## src/rtl/wdog_pkg.sv

```systemverilog
package wdog_pkg;

    localparam int DATA_W = 32;
    localparam int SEL_W  = 3;

    localparam logic [7:0] KEY_ARM    = 8'hF5;
    localparam logic [7:0] KEY_DISARM = 8'hA0;

    localparam int SEL_LSB   = 9;
    localparam int RELOAD_B  = 8;
    localparam int RUN_B     = 7;
    localparam int FREE_B    = 1;
    localparam int WDFLAG_B  = 15;

    typedef enum logic [1:0] {
        SEL_CTRL,
        SEL_COUNT,
        SEL_MODE,
        SEL_NONE
    } reg_sel_e;

    typedef struct packed {
        logic [SEL_W-1:0] div_sel;
        logic             reload;
        logic             run;
        logic             free;
    } ctrl_fields_t;

    function automatic reg_sel_e decode_offset(input logic [7:0] off);
        case (off)
            8'h00:   return SEL_CTRL;
            8'h04:   return SEL_COUNT;
            8'h08:   return SEL_MODE;
            default: return SEL_NONE;
        endcase
    endfunction

    function automatic ctrl_fields_t unpack_ctrl(input logic [DATA_W-1:0] d);
        ctrl_fields_t c;
        c.div_sel = d[SEL_LSB +: SEL_W];
        c.reload  = d[RELOAD_B];
        c.run     = d[RUN_B];
        c.free    = d[FREE_B];
        return c;
    endfunction

    function automatic logic [DATA_W-1:0] pack_ctrl(input ctrl_fields_t c);
        logic [DATA_W-1:0] d;
        d = '0;
        d[SEL_LSB +: SEL_W] = c.div_sel;
        d[RELOAD_B]         = c.reload;
        d[RUN_B]            = c.run;
        d[FREE_B]           = c.free;
        return d;
    endfunction

endpackage

```

## src/rtl/wdog_prescaler.sv

```systemverilog
module wdog_prescaler #(
    parameter int SEL_W = 3
) (
    input  logic             clk,
    input  logic             rst,
    input  logic             run,
    input  logic             restart,
    input  logic [SEL_W-1:0] div_sel,
    output logic             tick
);
    localparam int PRE_W = 1 << SEL_W;

    logic [PRE_W-1:0] pre_q;
    logic [PRE_W:0]   span;
    logic [PRE_W-1:0] limit;

    always_comb begin
        span  = (PRE_W+1)'(2) << div_sel;
        limit = span[PRE_W-1:0] - 1'b1;
    end

    assign tick = run && !restart && (pre_q == limit);

    always_ff @(posedge clk) begin
        if (rst || restart || !run || tick) pre_q <= '0;
        else                                pre_q <= pre_q + 1'b1;
    end

    assert_tick_spacing_R4: assert property (@(posedge clk) disable iff (rst)
        tick |=> !tick);

endmodule

```

## src/rtl/wdog_counter.sv

```systemverilog
module wdog_counter #(
    parameter int CNT_W = 16
) (
    input  logic             clk,
    input  logic             rst,
    input  logic             ctrl_wr,
    input  logic             run_in,
    input  logic             reload,
    input  logic [CNT_W-1:0] load_val,
    input  logic             tick,
    output logic [CNT_W-1:0] count,
    output logic             running,
    output logic             expire
);
    logic at_end;
    assign at_end = running && tick && (count <= CNT_W'(1));

    always_ff @(posedge clk) begin
        if (rst) begin
            count   <= '0;
            running <= 1'b0;
            expire  <= 1'b0;
        end else begin
            expire <= 1'b0;
            if (ctrl_wr) begin
                running <= run_in;
                if (run_in) count <= load_val;
            end else if (at_end) begin
                expire <= 1'b1;
                if (reload) begin
                    count <= load_val;
                end else begin
                    count   <= '0;
                    running <= 1'b0;
                end
            end else if (running && tick) begin
                count <= count - 1'b1;
            end
        end
    end

    assert_pulse_width_R5: assert property (@(posedge clk) disable iff (rst)
        expire |=> !expire);
    assert_oneshot_stop_R5: assert property (@(posedge clk) disable iff (rst)
        (running && tick && count <= CNT_W'(1) && !reload && !ctrl_wr)
        |=> (!running && count == '0 && expire));
    assert_reload_R6: assert property (@(posedge clk) disable iff (rst)
        (running && tick && count <= CNT_W'(1) && reload && !ctrl_wr)
        |=> (running && count == $past(load_val)));
    assert_hold_R7: assert property (@(posedge clk) disable iff (rst)
        (!ctrl_wr && !tick) |=> $stable(count));

endmodule

```

## src/rtl/wdog_keyguard.sv

```systemverilog
module wdog_keyguard
    import wdog_pkg::*;
(
    input  logic       clk,
    input  logic       rst,
    input  logic       mode_wr,
    input  logic [7:0] key_byte,
    input  logic       flag_set,
    input  logic       expire,
    output logic       wd_mode,
    output logic       reset_req
);
    logic [7:0] last_key;
    logic       armed;
    logic       good_key;
    logic       bad_key;

    always_comb begin
        armed    = mode_wr && (last_key == KEY_ARM);
        good_key = armed && (key_byte == KEY_DISARM);
        bad_key  = armed && (key_byte != KEY_DISARM);
    end

    always_ff @(posedge clk) begin
        if (rst) begin
            last_key  <= 8'h00;
            wd_mode   <= 1'b0;
            reset_req <= 1'b0;
        end else begin
            if (mode_wr) begin
                last_key <= key_byte;
                if (good_key)      wd_mode <= 1'b0;
                else if (flag_set) wd_mode <= 1'b1;
            end
            if (bad_key || (expire && wd_mode)) reset_req <= 1'b1;
        end
    end

    assert_mode_hold_R8: assert property (@(posedge clk) disable iff (rst)
        !mode_wr |=> $stable(wd_mode));
    assert_key_clear_R9: assert property (@(posedge clk) disable iff (rst)
        (mode_wr && last_key == KEY_ARM && key_byte == KEY_DISARM) |=> !wd_mode);
    assert_bad_key_R10: assert property (@(posedge clk) disable iff (rst)
        (mode_wr && last_key == KEY_ARM && key_byte != KEY_DISARM) |=> reset_req);
    assert_expiry_req_R11: assert property (@(posedge clk) disable iff (rst)
        (expire && wd_mode) |=> reset_req);
    assert_sticky_req_R12: assert property (@(posedge clk) disable iff (rst)
        reset_req |=> reset_req);

endmodule

```

## src/rtl/wdog_timer.sv

```systemverilog
module wdog_timer
    import wdog_pkg::*;
#(
    parameter int CNT_W  = 16,
    parameter int ADDR_W = 4
) (
    input  logic              clk,
    input  logic              rst,
    input  logic              bus_wr,
    input  logic [ADDR_W-1:0] bus_addr,
    input  logic [31:0]       bus_wdata,
    output logic [31:0]       bus_rdata,
    output logic              irq,
    output logic              reset_req
);
    reg_sel_e         sel;
    ctrl_fields_t     wr_ctrl;
    ctrl_fields_t     ctrl_q;
    logic [CNT_W-1:0] load_q;
    logic [CNT_W-1:0] count;
    logic             running;
    logic             tick;
    logic             expire;
    logic             wd_mode;
    logic             ctrl_wr;
    logic             load_wr;
    logic             mode_wr;
    logic             unused_wdata;

    assign sel          = decode_offset(8'(bus_addr));
    assign wr_ctrl      = unpack_ctrl(bus_wdata);
    assign ctrl_wr      = bus_wr && (sel == SEL_CTRL);
    assign load_wr      = bus_wr && (sel == SEL_COUNT);
    assign mode_wr      = bus_wr && (sel == SEL_MODE);
    assign unused_wdata = ^bus_wdata[31:16];

    always_ff @(posedge clk) begin
        if (rst) begin
            ctrl_q <= '0;
            load_q <= '1;
        end else begin
            if (ctrl_wr) ctrl_q <= wr_ctrl;
            if (load_wr) load_q <= bus_wdata[CNT_W-1:0];
        end
    end

    wdog_prescaler #(.SEL_W(SEL_W)) u_prescaler (
        .clk     (clk),
        .rst     (rst),
        .run     (running),
        .restart (ctrl_wr),
        .div_sel (ctrl_q.div_sel),
        .tick    (tick)
    );

    wdog_counter #(.CNT_W(CNT_W)) u_counter (
        .clk      (clk),
        .rst      (rst),
        .ctrl_wr  (ctrl_wr),
        .run_in   (wr_ctrl.run),
        .reload   (ctrl_q.reload),
        .load_val (load_q),
        .tick     (tick),
        .count    (count),
        .running  (running),
        .expire   (expire)
    );

    wdog_keyguard u_keyguard (
        .clk       (clk),
        .rst       (rst),
        .mode_wr   (mode_wr),
        .key_byte  (bus_wdata[7:0]),
        .flag_set  (bus_wdata[WDFLAG_B]),
        .expire    (expire),
        .wd_mode   (wd_mode),
        .reset_req (reset_req)
    );

    assign irq = expire;

    always_comb begin
        ctrl_fields_t view;
        view     = ctrl_q;
        view.run = running;
        case (sel)
            SEL_CTRL:  bus_rdata = pack_ctrl(view);
            SEL_COUNT: bus_rdata = 32'(count);
            SEL_MODE:  bus_rdata = 32'(wd_mode) << WDFLAG_B;
            default:   bus_rdata = '0;
        endcase
    end

    assert_load_copy_R3: assert property (@(posedge clk) disable iff (rst)
        (ctrl_wr && wr_ctrl.run) |=> (count == $past(load_q)));

endmodule

```

## config.mk

```make
export PLATFORM = sky130hd
export DESIGN_NAME = wdog_timer
export DESIGN_NICKNAME = d
export VERILOG_FILES = /design/src/rtl/wdog_pkg.sv /design/src/rtl/wdog_prescaler.sv /design/src/rtl/wdog_counter.sv /design/src/rtl/wdog_keyguard.sv /design/src/rtl/wdog_timer.sv
export SDC_FILE = /design/constraint.sdc
export NUM_CORES = 1
export LEC_CHECK = 0
export BUFFER_PORTS_ARGS = -buffer_cell sky130_fd_sc_hd__buf_2
export CORE_MARGIN = 2
export CORE_UTILIZATION = 50
export CTS_CLUSTER_DIAMETER = 60
export DETAILED_ROUTE_END_ITERATION = 8
export PLACE_DENSITY = 0.85
export SLEW_MARGIN = 20
export SYNTH_ARGS = -nofsm -noshare
export SYNTH_HDL_FRONTEND = slang
export SYNTH_SLANG_ARGS = --single-unit
```

## constraint.sdc

```tcl
create_clock -name clk -period 7.4 [get_ports clk]
set_input_delay 0.74 -clock clk [delete_from_list [all_inputs] [get_ports clk]]
set_output_delay 0.74 -clock clk [all_outputs]
set_load 0.05 [all_outputs]
```

==> summary by stage, run 1 <==
Routing
The final layout contains routed wiring with a total length of 8350 microns. Dividing the detail-routed via count by the number of cells gives 6.01. After detailed routing, the average wire length per cell comes to 15.8 microns. The detailed router placed 3174 vias in this run. The residual antenna-violating net count after detailed routing is 0. The violation count after the first detailed-route iteration is 275.

The total iterations of the first detailed-routing run is 5. The residual DRC count is 0.

Job
Max-cap violations in this run came to 0.

Logic synthesis
The average instance area after synthesis is 8.23 sq um. In the synthesized netlist the async set-or-reset flop fraction comes to 0%. The most used flip-flop cell after synthesis is dfxtp_1. The number of flops mapped to enable cells by yosys is 0. For this run, the number of Yosys warnings is 0. The flip-flop and latch count after synthesis is 57. The post-synth design cell area is 3420 sq um.

Sequential cells were found to cover 33.3% of the synthesized design area. The number of different library cells used by synthesis comes to 60. Counting every instance in the synthesized netlist gives 416.

Worst setup path
In this run the worst path has a maximum fanout of 12. Walking the worst path, the cells encountered are or3_1, ha_1, nor3b_2, a311o_1, a2111oi_4, nand3_1, a31oi_1, a221oi_2. The cell type of the slowest stage on the worst timing path is a2111oi_4. The class of the most critical setup path is register to register. The maximum single-stage delay on the critical path is 0.55 ns. The data arrival time of the critical path is 3.64 ns. The required time of the critical path is 7.57 ns.

The type of origin of the critical path is a register. The worst setup path is captured at a register. The reg-to-reg setup timing slack is 3.93 ns.

Power
The power per unit of standard cell area is 189 nW/um^2. In this run the static leakage power is 1.50 nW. Power comes to 0.713 mW. VDD sags by at most 108 uV.

Timing
The number of pins with negative max-slew slack in the final report came to 0. The final count of hold timing violations is 0. Setup violations remaining at the end of the flow were counted as 0. The final worst clock skew is 0.00683 ns.

The part of the cycle the worst path needs is 46.9%. Measured against its own limit, the worst slew margin works out to 31.5%. Setup repair after global routing left no endpoint under its margin. The slew at the pin closest to its max-slew limit is 1.03 ns. The post-layout minimum cycle time is 3.47 ns.

The setup TNS after final layout is 0 ns. The maximum achievable frequency is 288 MHz.

Floorplan
The placeable core region is 6720 sq um. Measured along the x axis, the die boundary spans 86.8 microns. For this configuration, the core starts out at a cell density of 51.0%. 73 I/O pins were placed.

The die covers 7530 sq um. The height of the chip is 86.8 microns. After floorplanning, the core was divided into 30 placement rows.

Clock tree
The count of buffers added by post-CTS timing repair for setup is 0. Clock latency on the worst-skew pair, taken at its later pin, is 0.34 ns. The H-tree was split into 3 levels. TritonCTS built the clock tree. The number of CTS-inserted buffers is 9. The number of hold-repair buffers added at the cts stage is 0. The number of resized instances in the post-cts repair step is 0. The clock transition at the register clock pins on the worst setup and hold paths after CTS is 0.07 ns. The clock passes through at most 2 buffers.

The clock root buffer is clkbuf_8. For this design, the sink count on the clock tree is 57.

Placement
The count of buffers from port buffering is 40. The cell area reported after detailed placement is 3550 sq um. The detailed placement HPWL is 5940 microns. At the end of routability-driven placement, the weighted congestion stood at 0.882.

Global routing
In the global route stage, overall resource usage came out at 24.1%. The via count of the first global-routing pass was 2971. The initial antenna violation count was 0. Summed over all layers, the global routing overflow is 0.

The global-route wire length before repair is 14300 microns. Entering global routing, the biggest net connects 52 pins.

Layout
The final-layout fill cell count is 602. The post-route netlist has 19.4% of its cells at a drive strength greater than 1. The footprint of the multi-input gates is 2040 sq um. Measured on the finished design, the core utilization comes to 56.1%.

The count of antenna diodes in the layout is 0. The footprint of the flip-flops and latches is 1140 sq um. The final design area excluding fillers is 3770 sq um. The layout net count is 486. The area growth from synthesis to layout is 10.1%.

Outcome
The run finished with clean final reports.

Min path
The classification of the worst-slack hold path is register to register.
[cells by family (layout without fill, tap and decap cells)]
| group | Yosys count | after routing | share of synthesized area (%) |
|---|---|---|---|
| flip-flops | 57 | 57 | 33.3 |
| AND/OR/NAND/NOR | 184 | 184 | 28.1 |
| adder cells (fa/ha/maj) | 4 | 4 | 1.46 |
| multiplexers | 7 | 7 | 2.05 |
| other | 1 | 16 | 0.110 |
| buffers and inverters | 57 | 74 | 8.95 |
| XOR/XNOR | 21 | 21 | 5.37 |
| AO/OA/AOI/OAI | 85 | 85 | 20.6 |
[metrics by stage]
step / std cells / hold slack (ns) / setup WS (ns)
5_1_grt: 528 / 0.484 / 3.69
3_5_place_dp: 512 / 0.448 / 4.04
6_report: 528 / 0.458 / 3.93
3_3_place_gp: 512 / 0.442 / 4.15
2_1_floorplan: 431 / 0.431 / 4.40
4_1_cts: 528 / 0.458 / 3.99
[cell type report]
type / instances / area share, %
Inverter: 16 / 1.59
Tap cell: 80 / 2.66
Clock inverter: 4 / 1.33
Timing Repair Buffer: 42 / 5.71
Multi-Input combinational cell: 317 / 54.1
Clock buffer: 12 / 4.38
Sequential cell: 57 / 30.3
[power by group]
part / internal (mW) / leakage, nW / switching, mW / total (mW)
clock: 0.182 / 0.105 / 0.130 / 0.312
sequential: 0.311 / 0.461 / 0.00403 / 0.315
combinational: 0.0276 / 0.931 / 0.0581 / 0.0857
total: 0.521 / 1.50 / 0.192 / 0.713
[path summary, 6_finish.rpt]
kind | startpoint | end | cells after the start
setup / recovery | ctrl_q[5] | u_counter.count[6] | 8
hold / removal | u_keyguard.last_key[5] | u_keyguard.last_key[5] | 2
setup reg to reg | ctrl_q[5] | u_counter.count[6] | 8
hold reg to reg | u_keyguard.last_key[5] | u_keyguard.last_key[5] | 2
[state kept, by name, indices dropped and copies added, names as in the netlist]
register and cells:
load_q 16, u_keyguard.last_key 8, u_counter.count 16, ctrl_q 5, u_counter.running 1, u_prescaler.pre_q 8
u_keyguard.reset_req 1, u_counter.expire 1, u_keyguard.wd_mode 1
[metal layers]
| metal | track usage, % | vias to the layer above | part of all wire, % | routed length (microns) |
|---|---|---|---|---|
| met5 | 0 | - | 0 | 0 |
| met4 | 6.68 | 0 | 1.4 | 116 |
| met3 | 6.95 | 14 | 8.5 | 710 |
| met2 | 37.3 | 162 | 47 | 3940 |
| met1 | 32.7 | 1495 | 43 | 3590 |
| li1 | - | 1503 | - | - |
[Yosys cell counts (all sizes together), types with 3 or more instances]
library cell / number / share of area, %
a211oi: 3 / 1.0
a21oi: 19 / 2.8
a221oi: 16 / 6.8
a31oi: 12 / 2.6
and3: 13 / 2.4
buf: 23 / 5.2
clkbuf: 18 / 2.0
dfxtp: 57 / 33
ha: 4 / 1.5
inv: 16 / 1.8
mux2i: 7 / 2.0
nand2: 63 / 6.9
nand3: 19 / 2.9
nand3b: 16 / 3.5
nand4: 6 / 1.5
nor2: 36 / 3.9
nor3: 7 / 1.0
nor3b: 3 / 0.80
nor4: 4 / 1.4
o21ai: 20 / 2.9
or3: 3 / 0.55
xnor2: 16 / 4.1
xor2: 5 / 1.3
[worst max-delay path, delay by kind of cell (launching register included)]
kind / cells / cell delay (ns)
AOI/OAI and AO/OA: 4 / 1.46
adders and majority gates: 1 / 0.29
DFF: 1 / 0.43
and+or+nand+nor: 3 / 1.13
[placed cells by master, fill, tap and decap left out, drive strengths merged, types with 3 or more instances in the layout]
| cell type | count |
|---|---|
| and3 | 13 |
| ha | 4 |
| inv | 16 |
| nand2 | 63 |
| mux2i | 7 |
| or3 | 3 |
| xnor2 | 16 |
| a221oi | 16 |
| a31oi | 12 |
| dfxtp | 57 |
| a211oi | 3 |
| conb | 16 |
| nor3b | 3 |
| clkbuf | 12 |
| a21oi | 19 |
| xor2 | 5 |
| nor3 | 7 |
| nand3 | 19 |
| nor4 | 4 |
| buf | 42 |
| nand3b | 16 |
| nand4 | 6 |
| nor2 | 36 |
| o21ai | 20 |
(Power assumes the default switching activity.)
==> run 2, diff against run 1 <==
--- a/config.mk
+++ b/config.mk
@@ -5,12 +5,13 @@
 export SDC_FILE = /design/constraint.sdc
 export NUM_CORES = 1
 export LEC_CHECK = 0
+export ABC_AREA = 1
 export BUFFER_PORTS_ARGS = -buffer_cell sky130_fd_sc_hd__buf_2
 export CORE_MARGIN = 2
 export CORE_UTILIZATION = 50
 export CTS_CLUSTER_DIAMETER = 60
 export DETAILED_ROUTE_END_ITERATION = 8
-export PLACE_DENSITY = 0.85
+export PLACE_DENSITY = 0.88
 export SLEW_MARGIN = 20
 export SYNTH_ARGS = -nofsm -noshare
 export SYNTH_HDL_FRONTEND = slang
==> constraint.sdc (replaced) <==
create_clock -name clk -period 2.8 [get_ports clk]
set_input_delay 0.28 -clock clk [delete_from_list [all_inputs] [get_ports clk]]
set_output_delay 0.28 -clock clk [all_outputs]
set_load 0.05 [all_outputs]
==> run 2 against run 1 <==
- clock power grew to 2.8 times the previous value
- worst hold slack lost 0.31 ns
- largest power group is now the clock network
- sequential share of layout area shrank 0.75 points
- non-clock buffer count grew 4
- synthesized cell count grew 25%
- power grew to 2.7 times the previous value
- critical path type unchanged
- cell count grew 21%
- largest cell class unchanged
- die area grew 1.4%
- first-iteration DRC count shrank 1.5%
==> summary by stage, run 2 <==
Layout
The layout net count is 600 (+23%). The share of cells above drive strength 1 is 17.7% (-1.7 points). The share of the core filled with cells came to 57.2% (+1.1 points).

The largest registers in the layout are load_q (16), u_counter.count (16). In the layout the commonest cells are nand2_1, dfxtp_1, nor2_1, inv_1. The count of antenna diodes in the layout was 0 (unchanged).

The leading cell type in the layout, fill and taps excluded is nand2_1. The area growth from synthesis to layout is 11.3%.

Worst setup path
The data arrival time of the critical path is 2.76 ns (-0.88 ns). The signal on the critical path passes through inv_4, nand2_1, ha_1, inv_1, nand2_1, nand3_1, nand2_1, nand3_2, nor2_8, nand3_4, o21ai_2, nand2_1, a21oi_1. The maximum single-stage delay on the critical path is 0.53 ns (-0.02 ns). The largest driver fanout on the critical path came to 22 (+10). The instance count on the critical path was 13 (+5). The slowest stage of the critical path is the dfxtp_1 cell. The reg-to-reg setup timing slack was 0.31 ns (-3.62 ns). The worst setup path is captured at a register. The reg-to-reg critical path startpoint is ctrl_q[5]. The kind of cell with the highest combined delay along the critical path is simple AND/OR/NAND/NOR gates. The class of the most critical setup path is register to register. The number of buffer and inverter stages on the critical path came to 2 (+2).

The worst register-to-register path ends at u_counter.count[1]. The required time of the critical path was 3.07 ns (-4.50 ns). The type of origin of the critical path is a register. The depth of the most critical reg-to-reg path is 13 (+5).

The critical path startpoint is ctrl_q[5]. The most critical setup path has its endpoint at u_counter.count[1]. The cell seen most often among critical-path stages is nand2_1.

Power
The power per unit of standard cell area is 500 nW/um^2 (+160%). The part of the power in registers is 43.2% (-1.0 points). The fraction of power spent switching nets is 26.2% (-0.73 points). The portion of total power attributed to the clock network is 44.6% (+0.8 points). The leakage power came to 1.83 nW (+22%).

The switching power summed over all nets is 0.507 mW (+160%). The combinational cell fraction of total power is 12.3% (+0.3 points). The cell-internal power is 1.43 mW (+170%). The worst supply voltage drop on vdd is 270 uV (+150%).

Routing
The post-detailed-routing wire length was 8900 microns (+6.5%). The residual DRC count is 0 (unchanged). The routed wire length per instance came to 13.9 microns (-12%).

The detailed-route vias per instance is 5.65 (-6.0%). The vias after detailed routing is 3615 (+14%). The total iterations of the first detailed-routing run is 5 (unchanged). The violation count after the first detailed-route iteration is 271 (-1.5%). The residual antenna-violating net count after detailed routing is 0 (unchanged).

Placement
The routability congestion estimate from global placement is 0.954 (+8.1%). The count of buffers from port buffering is 40 (unchanged). The detailed placement HPWL is 6190 microns (+4.2%).

Logic synthesis
By area the synthesized netlist is led by dfxtp_1, nand2_1, nand3_1, nor2_1, inv_1. The fraction of the mapped netlist area in adder cells is 1.44% (-0.021 points). The post-synth design cell area is 3470 sq um (+1.5%).

The flip-flop and latch count after synthesis was 57 (unchanged). Summed over all instances, the cell type with the most area after synthesis is dfxtp_1. The number of flops mapped to enable cells by yosys is 0 (unchanged). The complex-gate fraction of the synthesized area came to 14.6% (-6.0 points). The share of synthesized flip-flops with an asynchronous set or reset is 0% (unchanged). Yosys instantiated no cell more often than nand2_1.

The xor and xnor area share after synthesis was 3.28% (-2.1 points). The post-synthesis share of cell area spent on and, or, nand and nor gates came to 35.4% (+7.3 points). The synthesized netlist cell count is 522 (+25%).

The proportion of netlist area held by the largest area contributor was 32.8% (-0.48 points). The yosys synthesis warning count is 0 (unchanged). The sequential share of the synthesized area is 32.8% (-0.48 points). The share of synthesized area spent on multiplexers is 0% (-2.0 points). The average instance area after synthesis was 6.66 sq um (-19%). The main combinational cell family by area after synthesis is simple AND/OR/NAND/NOR gates. For this run, the leading register cell type out of synthesis is dfxtp_1. Counting instances in the post-synthesis netlist gives the leading cell types as nand2_1, dfxtp_1, nor2_1. The number of different library cells in the post-synthesis netlist is 36 (-40%).

Clock tree
The tree is rooted in a clkbuf_8. The number of CTS-inserted buffers was 9 (unchanged). The count of buffers added by post-CTS timing repair for setup was 0 (unchanged).

TritonCTS built the clock tree. The number of resized instances in the post-cts repair step is 0 (unchanged). The clock latency of the later-clocked register in the worst-skew pair is 0.34 ns (about the same).

The clock transition at the register clock pins on the worst setup and hold paths after CTS came to 0.06 ns (about the same). The maximum root-to-sink buffer count is 2 (unchanged). The total number of H-tree levels is 3 (unchanged). The number of hold-repair buffers added at the cts stage was 0 (unchanged). The CTS sink count was 57 (unchanged).

Timing
The final worst clock skew is 0.00631 ns (-0.000518 ns). Setup repair after global routing left no endpoint under its margin. The headroom to the max-slew limit is 54.0% (+22 points). The final count of hold timing violations was 0 (unchanged). The final-report setup violation count is 0 (unchanged). The number of pins with negative max-slew slack in the final report was 0 (unchanged). The slew at the pin closest to its max-slew limit is 0.688 ns (-0.339 ns). The post-layout minimum cycle time is 2.49 ns (-0.981 ns).

The setup TNS after final layout is 0 ns (unchanged). The maximum achievable frequency is 402 MHz (+39%). The part of the cycle the worst path needs is 88.9% (+42 points).

Global routing
The largest net degree at the start of global routing is 23 (-56%). The total grt overflow is 0 (unchanged). The via count of the first global-routing pass came to 3240 (+9.1%). The combined global-route utilization of all metal layers came to 24.3% (+0.24 points). The initial antenna violation count is 0 (unchanged). The global-route wire length before repair is 14600 microns (+2.5%).

Job
The total of max-cap violations is 0 (unchanged).

Floorplan
The row count is 30 (unchanged). The horizontal extent of the die is 87.4 microns (+0.69%). The die outline area came to 7630 sq um (+1.4%).

The height of the chip is 87.4 microns (+0.69%). The top-level I/O count is 73 (unchanged). The placeable core region came to 6760 sq um (+0.56%). The starting density of the core was 51.4% (+0.46 points).

Outcome
The flow ran to the end, and the final reports show no timing, DRC or antenna violations.

Min path
The min-delay analysis places its worst path in the category input pin to register.
==> run 2: cell types whose count changed after synthesis, sizes merged, moves of 16 or more <==
| cell | previous run | this run |
|---|---|---|
| a21oi | 19 | 40 |
| a221oi | 16 | 0 |
| inv | 16 | 53 |
| nand2 | 63 | 133 |
| nand3 | 19 | 43 |
| nor2 | 36 | 64 |
| o21ai | 20 | 39 |
==> run 2: power groups by stage <==
stage	Combinational (mW)	Sequential (mW)	Clock, mW
CTS	0.234	0.835	0.868
global route	0.260	0.836	0.892
floorplan	0.202	0.848	0
detailed placement	0.232	0.853	0
global placement	0.227	0.852	0
finish	0.237	0.835	0.862
==> run 2: worst min path at each step <==
stage                                      start                     end  slack [ns]  cells past startpoint
final                              bus_wdata[14]              load_q[14]        0.15                      3
after global routing               bus_wdata[14]              load_q[14]        0.16                      3
after CTS                          bus_wdata[14]              load_q[14]        0.14                      3
after detailed placement  u_keyguard.last_key[5]  u_keyguard.last_key[5]        0.44                      2
after global placement    u_keyguard.last_key[5]  u_keyguard.last_key[5]        0.44                      2
after floorplan                    bus_wdata[15]              load_q[15]        0.41                      2
==> run 2: cell families after synthesis <==
logic type      count (synthesis)
simple gates                  270
fa+ha+maj                       4
buf+inv                        90
xor+xnor                       13
other cells                     1
flops                          57
compound gates                 87
==> run 2: worst reg2reg max path, delay by kind of cell, from the launching register on <==
| family | cells | cell delay (ns) |
|---|---|---|
| AO/OA/AOI/OAI | 2 | 0.37 |
| adder cells (fa/ha/maj) | 1 | 0.25 |
| buffers and inverters | 2 | 0.19 |
| flip-flops | 1 | 0.53 |
| AND/OR/NAND/NOR | 8 | 1.08 |
==> run 2: cell type report <==
type / instances / area (sq um)
fillers: 621 / 2890
multi-input cells: 390 / 1960
flip-flops and latches: 57 / 1140
repair buffers: 46 / 245
inverters: 53 / 201
clock buffers: 11 / 151
well taps: 80 / 100
clock inverters: 3 / 65.1
==> run 2: per-stage QoR <==
step | instances | area (sq um) | hold WS [ns] | worst slack [ns] | power (mW)
2_1_floorplan | 537 | 3530 | 0.406 | 0.708 | 1.05
3_3_place_gp | 626 | 3650 | 0.443 | 0.472 | 1.08
3_5_place_dp | 626 | 3650 | 0.445 | 0.389 | 1.08
4_1_cts | 640 | 3870 | 0.141 | 0.340 | 1.94
5_1_grt | 640 | 3870 | 0.156 | 0.0766 | 1.99
6_report | 640 | 3870 | 0.146 | 0.310 | 1.93
==> run 2: routing by layer <==
layer  vias up  track usage [%]  share of wire [%]  wire length [microns]
met1      1684             29.6                 42                   3780
li1       1737                -                  -                      -
met3        23             6.35                7.8                    694
met2       171             41.0                 48                   4260
met5         -                0                  0                      0
met4         0             9.09                1.8                    161
==> run 3, diff against run 2 <==
--- a/config.mk
+++ b/config.mk
@@ -7,7 +7,7 @@
 export LEC_CHECK = 0
 export ABC_AREA = 1
 export BUFFER_PORTS_ARGS = -buffer_cell sky130_fd_sc_hd__buf_2
-export CORE_MARGIN = 2
+export CORE_MARGIN = 3
 export CORE_UTILIZATION = 50
 export CTS_CLUSTER_DIAMETER = 60
 export DETAILED_ROUTE_END_ITERATION = 8
==> run 3 against run 2 <==
- power is 4.9% higher
- count of clock-buffer cells in the layout stayed put
- sequential power about the same
- sequential share of layout area down 0.18 points
- non-clock buffer count unchanged
- flip-flop and latch count did not move
- fmax rose by 1.6%
- highest routed layer unchanged
- largest power group unchanged
- via count is 1.8% lower
- die area up 4.6%
==> summary by stage, run 3 (synthesis gave the netlist of run 2 again) <==
Min path
The min-delay analysis places its worst path in the category input pin to register.

Timing
The final worst clock skew is 0.0140 ns (+0.00766 ns). The number of pins with negative max-slew slack in the final report came to 0 (unchanged). The part of the cycle the worst path needs is 87.5% (-1.4 points). The headroom to the max-slew limit is 52.0% (-2.0 points).

The slew at the pin closest to its max-slew limit was 0.718 ns (+0.0300 ns). Setup repair after global routing left no endpoint under its margin. The final-report setup violation count came to 0 (unchanged).

The final count of hold timing violations is 0 (unchanged). The setup TNS after final layout was 0 ns (unchanged). The maximum achievable frequency is 408 MHz (+1.6%). The post-layout minimum cycle time came to 2.45 ns (-0.0400 ns).

Worst setup path
The worst register-to-register path ends at u_counter.count[2]. The reg-to-reg setup timing slack is 0.35 ns (+0.04 ns). The critical path startpoint is ctrl_q[5]. The largest driver fanout on the critical path came to 22 (unchanged). The worst setup path endpoint is u_counter.count[2]. The required time of the critical path was 3.07 ns (about the same). The class of the most critical setup path is register to register. The data arrival time of the critical path was 2.72 ns (-0.04 ns). STA classifies the critical path startpoint as a register. The worst setup path is captured at a register. The depth of the most critical reg-to-reg path is 13 (unchanged). The worst register-to-register path begins at ctrl_q[5].

Layout
The non-filler instance count after layout is 639 (-0.16%). The layout net count is 600 (unchanged). The largest registers in the layout are load_q (16), u_counter.count (16). The share of the core filled with cells is 59.6% (+2.3 points).

The count of antenna diodes in the layout is 0 (unchanged). The area growth from synthesis to layout is 12.0%. The top cell types in the final layout, fill and taps aside, are nand2_1, dfxtp_1, nor2_1, inv_1. The library cell used most frequently in the layout, excluding fill and tap cells, is nand2_1. The share of cells above drive strength 1 is 17.8% (+0.12 points).

Global routing
The total grt overflow came to 0 (unchanged). The initial antenna violation count is 0 (unchanged). The global-route wire length before repair is 15300 microns (+4.5%). The via count of the first global-routing pass is 3371 (+4.0%).

The largest net degree at the start of global routing is 41 (+78%). The combined global-route utilization of all metal layers came to 24.5% (+0.15 points).

Placement
The count of buffers from port buffering is 40 (unchanged). The routability congestion estimate from global placement came to 0.931 (-2.4%). The number of placed instances, taps included is 623 (-0.48%). The detailed placement HPWL is 6360 microns (+2.7%).

Routing
The residual antenna-violating net count after detailed routing is 0 (unchanged). The post-detailed-routing wire length is 8930 microns (+0.35%). The violation count after the first detailed-route iteration came to 359 (+32%).

The total iterations of the first detailed-routing run is 6 (+1). The detailed-route vias per instance was 5.56 (-1.6%). The routed wire length per instance was 14.0 microns (+0.51%).

The vias after detailed routing is 3550 (-1.8%). The residual DRC count is 0 (unchanged).

Clock tree
The number of CTS-inserted buffers was 9 (unchanged). The TritonCTS clock tree is yes. The clock latency of the later-clocked register in the worst-skew pair was 0.35 ns (about the same). The clock transition at the register clock pins on the worst setup and hold paths after CTS is 0.06 ns (about the same). CTS placed an instance of clkbuf_8 at the clock tree root. The count of buffers added by post-CTS timing repair for setup is 0 (unchanged).

The maximum root-to-sink buffer count is 2 (unchanged). The number of resized instances in the post-cts repair step is 0 (unchanged). The CTS sink count came to 57 (unchanged).

The number of hold-repair buffers added at the cts stage came to 0 (unchanged). The total number of H-tree levels is 3 (unchanged).

Floorplan
The height of the chip came to 89.4 microns (+2.3%). The placeable core region is 6530 sq um (-3.3%). The die outline area is 7990 sq um (+4.6%).

The horizontal extent of the die is 89.4 microns (+2.3%). The row count is 29 (-3.3%). The starting density of the core is 53.2% (+1.8 points). The top-level I/O count came to 73 (unchanged).

Power
The worst supply voltage drop on vdd is 411 uV (+52%). The leakage power is 1.84 nW (+0.45%). The total power consumption of the routed design is 2.03 mW (+4.9%). The power per unit of standard cell area is 522 nW/um^2 (+4.3%).

Outcome
The run finished with clean final reports.

Job
The total of max-cap violations was 0 (unchanged).
## run 3: changes by cell type in the layout (fill, tap and decap cells not counted)
cell	previous run	this run
bufinv_16	2	3
clkbuf_1	0	1
clkinvlp_4	0	1
clkbuf_8	11	10
## run 3: area by class of cell
class                   instances  area, sq um
clock buffers                  11          141
clock inverters                 5          103
fillers                       612         2640
inverters                      53          201
multi-input cells             390         1960
flip-flops and latches         57         1140
well taps                      77         96.3
repair buffers                 46          245
## run 3: where the power goes
| part | switching (mW) | internal, mW | leakage (nW) |
|---|---|---|---|
| logic | 0.169 | 0.0670 | 1.26 |
| registers | 0.0117 | 0.823 | 0.461 |
| clock network | 0.345 | 0.614 | 0.120 |
## run 3: metrics by stage
step | hold slack (ns) | setup slack, ns | instance area, sq um
2_1_floorplan | 0.406 | 0.708 | 3530
3_3_place_gp | 0.444 | 0.459 | 3650
3_5_place_dp | 0.452 | 0.388 | 3650
4_1_cts | 0.137 | 0.368 | 3890
5_1_grt | 0.161 | 0.0852 | 3890
6_report | 0.150 | 0.350 | 3890
## run 3: critical path, stage by stage, from the launching register on
cell and delay (ns):
dfxtp_1 0.54, inv_4 0.10, nand2_1 0.11, ha_1 0.23
inv_1 0.09, nand2_1 0.08, nand3_1 0.08, nand2_1 0.09
nand3_2 0.13, nor2_8 0.22, nand3_4 0.30, o21ai_2 0.23
nand2_1 0.07, a21oi_1 0.12
## run 3: worst min-delay path by stage
stage	startpoint	to	slack, ns	cells past startpoint
final	bus_wdata[13]	load_q[13]	0.15	3
after global routing	bus_wdata[14]	load_q[14]	0.16	3
after CTS	bus_wdata[14]	load_q[14]	0.14	3
after detailed placement	u_keyguard.last_key[0]	u_keyguard.last_key[0]	0.45	2
after global placement	u_keyguard.last_key[5]	u_keyguard.last_key[5]	0.44	2
after floorplan	bus_wdata[15]	load_q[15]	0.41	2
## run 3: metal layers
layer,GRT usage [%],routed length [microns],part of all wire (%)
met1,31.0,3750,42
met2,40.5,4230,47
met3,5.99,773,8.7
met4,8.53,169,1.9
met5,0,0,0
